**src/rtl/lip_pkg.sv**
```systemverilog
package lip_pkg;

   typedef enum logic {
      LINK_DOWN = 1'b0,
      LINK_UP   = 1'b1
   } link_state_e;

   // counter width able to hold values 0..maxval
   function automatic int cnt_w(input longint maxval);
      int w;
      w = 1;
      while ((longint'(1) << w) <= maxval) w++;
      return w;
   endfunction

endpackage

```
**src/rtl/lip_tx_gen.sv**
```systemverilog
module lip_tx_gen
   import lip_pkg::*;
#(
   parameter int TX_PERIOD_CYC = 160000,
   parameter int TX_PULSE_CYC  = 1
) (
   input  logic clk_i,
   input  logic rst_ni,
   input  logic tx_en_i,
   output logic tx_lp_o
);

   localparam int PW = cnt_w(TX_PERIOD_CYC);
   localparam int WW = cnt_w(TX_PULSE_CYC);
   localparam logic [PW-1:0] PER_LAST = PW'(TX_PERIOD_CYC - 1);
   localparam logic [WW-1:0] WIDTH    = WW'(TX_PULSE_CYC);

   logic [PW-1:0] idle_q;
   logic [WW-1:0] pls_q;

   always_ff @(posedge clk_i or negedge rst_ni) begin
      if (!rst_ni) begin
         idle_q <= '0;
         pls_q  <= '0;
      end else if (tx_en_i) begin
         idle_q <= '0;
         pls_q  <= '0;
      end else if (idle_q == PER_LAST) begin
         idle_q <= '0;
         pls_q  <= WIDTH;
      end else begin
         idle_q <= idle_q + 1'b1;
         if (pls_q != '0) pls_q <= pls_q - 1'b1;
      end
   end

   assign tx_lp_o = (pls_q != '0);

endmodule

```
**src/rtl/lip_rx_qual.sv**
```systemverilog
module lip_rx_qual
   import lip_pkg::*;
#(
   parameter int RX_MIN_CYC  = 1,
   parameter int RX_MAX_CYC  = 1,
   parameter int SYNC_STAGES = 2
) (
   input  logic clk_i,
   input  logic rst_ni,
   input  logic rx_lp_i,
   output logic lp_valid_o
);

   localparam int RW = cnt_w(RX_MAX_CYC + 1);
   localparam logic [RW-1:0] R_MIN = RW'(RX_MIN_CYC);
   localparam logic [RW-1:0] R_MAX = RW'(RX_MAX_CYC);
   localparam logic [RW-1:0] R_SAT = RW'(RX_MAX_CYC + 1);

   logic [SYNC_STAGES:0] chain;
   logic                 rx_s;
   logic [RW-1:0]        run_q;
   logic                 valid_q;

   assign chain[0] = rx_lp_i;

   // optional synchronizer; depth 0 passes the comparator level straight through
   for (genvar g = 0; g < SYNC_STAGES; g++) begin : g_sync
      always_ff @(posedge clk_i or negedge rst_ni) begin
         if (!rst_ni) chain[g+1] <= 1'b0;
         else         chain[g+1] <= chain[g];
      end
   end

   assign rx_s = chain[SYNC_STAGES];

   always_ff @(posedge clk_i or negedge rst_ni) begin
      if (!rst_ni) begin
         run_q   <= '0;
         valid_q <= 1'b0;
      end else begin
         valid_q <= !rx_s && (run_q >= R_MIN) && (run_q <= R_MAX);
         if (!rx_s)              run_q <= '0;
         else if (run_q != R_SAT) run_q <= run_q + 1'b1;
      end
   end

   assign lp_valid_o = valid_q;

endmodule

```
**src/rtl/lip_watchdog.sv**
```systemverilog
module lip_watchdog
   import lip_pkg::*;
#(
   parameter int FAIL_CYC = 1000000
) (
   input  logic clk_i,
   input  logic rst_ni,
   input  logic event_i,
   output logic link_up_o
);

   localparam int FW = cnt_w(FAIL_CYC);
   localparam logic [FW-1:0] F_LAST = FW'(FAIL_CYC - 1);

   link_state_e   st_q;
   logic [FW-1:0] sil_q;

   always_ff @(posedge clk_i or negedge rst_ni) begin
      if (!rst_ni) begin
         st_q  <= LINK_DOWN;
         sil_q <= '0;
      end else if (event_i) begin
         st_q  <= LINK_UP;
         sil_q <= '0;
      end else if (st_q == LINK_UP) begin
         if (sil_q == F_LAST) begin
            st_q  <= LINK_DOWN;
            sil_q <= '0;
         end else begin
            sil_q <= sil_q + 1'b1;
         end
      end
   end

   assign link_up_o = (st_q == LINK_UP);

endmodule

```
**src/rtl/lip_monitor.sv**
```systemverilog
module lip_monitor
   import lip_pkg::*;
#(
   parameter int TX_PERIOD_CYC = 160000,
   parameter int TX_PULSE_CYC  = 1,
   parameter int RX_MIN_CYC    = 1,
   parameter int RX_MAX_CYC    = 1,
   parameter int FAIL_CYC      = 1000000,
   parameter int SYNC_STAGES   = 2
) (
   input  logic clk_i,
   input  logic rst_ni,
   input  logic tx_en_i,
   input  logic rx_lp_i,
   input  logic rx_dv_i,
   output logic tx_lp_o,
   output logic link_val_o,
   output logic link_oe_o
);

   if (TX_PULSE_CYC < 1 || TX_PULSE_CYC >= TX_PERIOD_CYC) begin : g_bad_tx
      $error("lip_monitor: TX_PULSE_CYC must be in 1..TX_PERIOD_CYC-1");
   end
   if (RX_MIN_CYC < 1 || RX_MAX_CYC < RX_MIN_CYC) begin : g_bad_rx
      $error("lip_monitor: need 1 <= RX_MIN_CYC <= RX_MAX_CYC");
   end
   if (FAIL_CYC < 2) begin : g_bad_fail
      $error("lip_monitor: FAIL_CYC must be at least 2");
   end
   if (SYNC_STAGES < 0) begin : g_bad_sync
      $error("lip_monitor: SYNC_STAGES must not be negative");
   end

   logic lp_valid;
   logic link_up;
   logic dv_q;

   lip_tx_gen #(
      .TX_PERIOD_CYC(TX_PERIOD_CYC),
      .TX_PULSE_CYC (TX_PULSE_CYC)
   ) u_tx (
      .clk_i  (clk_i),
      .rst_ni (rst_ni),
      .tx_en_i(tx_en_i),
      .tx_lp_o(tx_lp_o)
   );

   lip_rx_qual #(
      .RX_MIN_CYC (RX_MIN_CYC),
      .RX_MAX_CYC (RX_MAX_CYC),
      .SYNC_STAGES(SYNC_STAGES)
   ) u_rx (
      .clk_i     (clk_i),
      .rst_ni    (rst_ni),
      .rx_lp_i   (rx_lp_i),
      .lp_valid_o(lp_valid)
   );

   lip_watchdog #(
      .FAIL_CYC(FAIL_CYC)
   ) u_wd (
      .clk_i    (clk_i),
      .rst_ni   (rst_ni),
      .event_i  (lp_valid | rx_dv_i),
      .link_up_o(link_up)
   );

   always_ff @(posedge clk_i or negedge rst_ni) begin
      if (!rst_ni) dv_q <= 1'b0;
      else         dv_q <= rx_dv_i;
   end

   assign link_oe_o  = link_up;
   assign link_val_o = link_up & dv_q;

endmodule

```
**config.mk**
```make
export PLATFORM = sky130hd
export DESIGN_NAME = lip_monitor
export DESIGN_NICKNAME = d
export VERILOG_FILES = /design/src/rtl/lip_pkg.sv /design/src/rtl/lip_tx_gen.sv /design/src/rtl/lip_rx_qual.sv /design/src/rtl/lip_watchdog.sv /design/src/rtl/lip_monitor.sv
export SDC_FILE = /design/constraint.sdc
export NUM_CORES = 1
export LEC_CHECK = 0
export CELL_PAD_IN_SITES_DETAIL_PLACEMENT = 0
export CELL_PAD_IN_SITES_GLOBAL_PLACEMENT = 1
export CORE_MARGIN = 1.5
export CORE_UTILIZATION = 24
export CTS_CLUSTER_SIZE = 25
export DETAILED_ROUTE_END_ITERATION = 10
export PLACE_DENSITY = 0.51
export SETUP_SLACK_MARGIN = 0.05
export SYNTH_ARGS = -nofsm -noshare
export SYNTH_HDL_FRONTEND = slang
export SYNTH_SLANG_ARGS = --single-unit
export TNS_END_PERCENT = 5
```
**constraint.sdc**
```tcl
create_clock -name clk_i -period 2.87 [get_ports clk_i]
set_input_delay 0.4305 -clock clk_i [delete_from_list [all_inputs] [get_ports clk_i]]
set_output_delay 0.4305 -clock clk_i [all_outputs]
set_load 0.01 [all_outputs]
```
==> impl_metrics.json <==
{
  "firstDrtPassIters": 4,
  "critical_path.endpoint": "u_wd.sil_q[7]$_DFFE_PN0P_",
  "setup.worst_path.end_class": "flop",
  "synth.net_count": 267,
  "clock-sinks": 46,
  "drtIter0Drc": 68,
  "synth.largest_area_cell": "dfrtp_1",
  "gp_congestion": 0.751,
  "synth_edf_count": 0,
  "fin_setup_tns_ps": 0,
  "wirelength_um": 5730,
  "cts_tree": "done",
  "start_kind": "flop",
  "synth_area_um2": 2470,
  "leakage_nw": 1.06,
  "clockPowerShare_pct": 32.5,
  "synth_top_family_by_area": "simple AND/OR/NAND/NOR gates",
  "clock_path_buffers": 2,
  "grt_max_degree": 47,
  "synthMuxAreaShare_pct": 0,
  "avgSynthCellArea_um2": 9.57,
  "viasPerCell": 4.88,
  "worstReg2RegEnd": "u_wd.sil_q[7]$_DFFE_PN0P_",
  "start_util_pct": 25.0,
  "synthXorXnorAreaFrac_pct": 5.67,
  "drv_slew": 0,
  "status": "complete, no violations",
  "ios": 8,
  "p_seq_share_pct": 56.3,
  "synth_compound_area_share_pct": 15.6,
  "async_reset_ff_share_pct": 100,
  "rsz0062_at_grt": "no",
  "p_per_area_nw_per_um2": 456,
  "ir_worst_vdd_mv": 0.198,
  "die_h_um": 104,
  "overflow": 0,
  "clk_pin_slew_worst_paths_ps": 90,
  "antenna_found_initial": 0,
  "worst_path_max_delay_cell": "or4_1",
  "clkLatencyLatePin_ps": 300,
  "yosys_warnings": 0,
  "intPower_w": 0.000899,
  "slew_headroom_pct": 58.7,
  "syn2layout_area_growth_pct": 11.3,
  "synth.area.top_cells": "dfrtp_1 47%, xor2_1 3.5%, nor2_1 3.3%",
  "r2r_cells": 5,
  "grtUsageTotal_pct": 11.3,
  "core_area_um2": 9860,
  "drc": 0,
  "path_class": "flop to flop",
  "die_width_um": 104,
  "stdcell_area_um2": 2750,
  "rows": 36,
  "r2r_slack_ps": 360,
  "synth-seq-area-share_pct": 46.6,
  "cts_setup_buffers": 0,
  "fin_crit_sh_pct": 87.6,
  "hp-class": "input pin to async pin",
  "hold_viol_final": 0,
  "hpwlAfterDp_um": 3870,
  "startpoint": "u_wd.sil_q[6]$_DFFE_PN0P_",
  "ctsResizeCount": 0,
  "required_ps": 3060,
  "power_switching_w": 0.000355,
  "synthCells": 258,
  "cts_buffers": 5,
  "synth-main-ff-cell": "dfrtp_1",
  "cp_cell_sequence": "or4_1, or4_1, o21ai_2, buf_4, o21ai_2",
  "root_buffer": "clkbuf_8",
  "p_comb_share_pct": 11.2,
  "vias": 1936,
  "grt_pass1_wl_um": 9900,
  "synthSimpleGateAreaFrac_pct": 25.9,
  "placed_cell_area_um2": 2660,
  "max_slew.worst_pin.slew_ps": 619,
  "nets": 272,
  "ys_ff_latch": 46,
  "cts_hold_buffers": 0,
  "fmax_mhz": 398,
  "arrival_ps": 2700,
  "ctsHtreeMaxLevel": 2,
  "io_buffers": 7,
  "fin_crit_ps": 2510,
  "final_antenna_net_count": 0,
  "die-area_um2": 10900,
  "yosysMostFrequentCell": "dfrtp_1",
  "cap_viol_max_count": 0,
  "p_sw_share_pct": 28.3,
  "max_stage_delay_ps": 700,
  "synth_fa_ha_area_share_pct": 2.03,
  "timing.rr.start": "u_wd.sil_q[6]$_DFFE_PN0P_",
  "routedWlPerCell_um": 14.4,
  "grt_pass1_vias": 1949,
  "yosys.area.top_type_share_pct": 46.6,
  "fin_worst_skew_ps": 7.01,
  "antennaDiodeCount": 0,
  "ys_types": 40,
  "fill_cells": 1047,
  "cp_max_fo": 9,
  "synth_commonest_cells": "46 x dfrtp_1, 22 x nor2_1, 21 x nand2_1",
  "setup_violations": 0,
  "drive_gt1_share_pct": 10.2
}
## worst max-delay path, delay by kind of cell, from the launching register on
kind | cells | cell delay, ps
flops | 1 | 450
simple gates | 2 | 1220
buf+inv | 1 | 250
compound gates | 2 | 470
## state kept, by name (all words and copies together) (netlist names)
register / cells
u_rx.lp_valid_o: 1
u_wd.sil_q: 20
u_tx.tx_lp_o: 1
u_tx.idle_q: 18
u_wd.link_up_o: 1
dv_q: 1
u_rx.chain: 1
u_rx.rx_s: 1
u_rx.run_q: 2
## layout by cell type, fill, tap and decap left out, types with 2 or more instances in the layout
| cell type | synthesis | layout |
|---|---|---|
| nor4_1 | 10 | 10 |
| o31ai_1 | 6 | 6 |
| xnor2_1 | 6 | 6 |
| nand3_1 | 15 | 15 |
| xor2_1 | 10 | 10 |
| o21ai_0 | 10 | 10 |
| nor3b_1 | 2 | 2 |
| or4_1 | 8 | 8 |
| dfrtp_1 | 46 | 46 |
| clkbuf_8 | 0 | 5 |
| o211ai_1 | 4 | 4 |
| o2111ai_1 | 2 | 2 |
| clkdlybuf4s50_1 | 0 | 6 |
| and2_1 | 5 | 5 |
| nor2_1 | 22 | 22 |
| and3_1 | 6 | 6 |
| buf_4 | 0 | 4 |
| nor3_1 | 3 | 3 |
| nand2b_1 | 4 | 4 |
| ha_1 | 4 | 4 |
| a21oi_1 | 8 | 8 |
| o31ai_2 | 4 | 4 |
| o41ai_1 | 2 | 2 |
| nand2_1 | 21 | 21 |
| and4_1 | 3 | 3 |
| o21bai_1 | 2 | 2 |
| nand4_1 | 12 | 12 |
| o21ai_2 | 7 | 7 |
| a22oi_1 | 3 | 3 |
| inv_1 | 9 | 9 |
## stage by stage
step           utilization [%]  std cells  power (W)  hold WS, ps  setup WS [ps]
2_1_floorplan                -        258   0.000811          135            771
3_5_place_dp              27.0        389   0.000863          341            356
4_1_cts                   27.9        397    0.00129          242            332
3_3_place_gp              27.0        389   0.000862          335            370
5_1_grt                   27.9        397    0.00133          276            209
6_report                  27.9        397    0.00125          201            357
## layer usage
| metal | routed length (um) | track usage, % | vias to the layer above |
|---|---|---|---|
| li1 | - | - | 962 |
| met1 | 2790 | 15.0 | 936 |
| met2 | 2660 | 18.0 | 28 |
| met3 | 171 | 2.07 | 10 |
| met4 | 111 | 4.66 | 0 |
| met5 | 0 | 0 | - |
## final cells by class
| cell class | instances | area (um^2) | area share (%) |
|---|---|---|---|
| clock inverters | 3 | 21.3 | 0.773 |
| clock buffers | 5 | 68.8 | 2.50 |
| repair buffers | 11 | 95.1 | 3.46 |
| well taps | 133 | 166 | 6.05 |
| flip-flops and latches | 46 | 1150 | 41.9 |
| multi-input cells | 190 | 1210 | 44.1 |
| inverters | 9 | 33.8 | 1.23 |
## how the worst min path moves through the flow
| stage | startpoint | to | slack [ps] | cells after the start |
|---|---|---|---|---|
| 2_1_floorplan | rst_ni | dv_q$_DFF_PN0_ | 130 | 0 |
| 3_3_place_gp | u_rx.chain[1]$_DFF_PN0_ | u_rx.rx_s$_DFF_PN0_ | 340 | 0 |
| 3_5_place_dp | u_rx.chain[1]$_DFF_PN0_ | u_rx.rx_s$_DFF_PN0_ | 340 | 0 |
| 4_1_cts | rst_ni | u_rx.lp_valid_o$_DFF_PN0_ | 240 | 2 |
| 5_1_grt | rst_ni | u_rx.lp_valid_o$_DFF_PN0_ | 280 | 2 |
| 6_report | rst_ni | u_wd.sil_q[17]$_DFFE_PN0P_ | 200 | 2 |
## logic make-up after synthesis
logic type               count (synthesis)
AND/OR/NAND/NOR                        118
AO/OA/AOI/OAI                           52
flip-flops                              46
buffers and inverters                   22
XOR/XNOR                                16
adder cells (fa/ha/maj)                  4
## power groups by stage
stage                     logic (W)  clock network, W  registers, W
after floorplan            0.000100                 0      0.000711
after CTS                  0.000145          0.000435      0.000706
after global routing       0.000161          0.000458      0.000712
after detailed placement   0.000144                 0      0.000719
final                      0.000141          0.000408      0.000705
after global placement     0.000144                 0      0.000718
No activity file was read; power rests on OpenSTA's default activity.
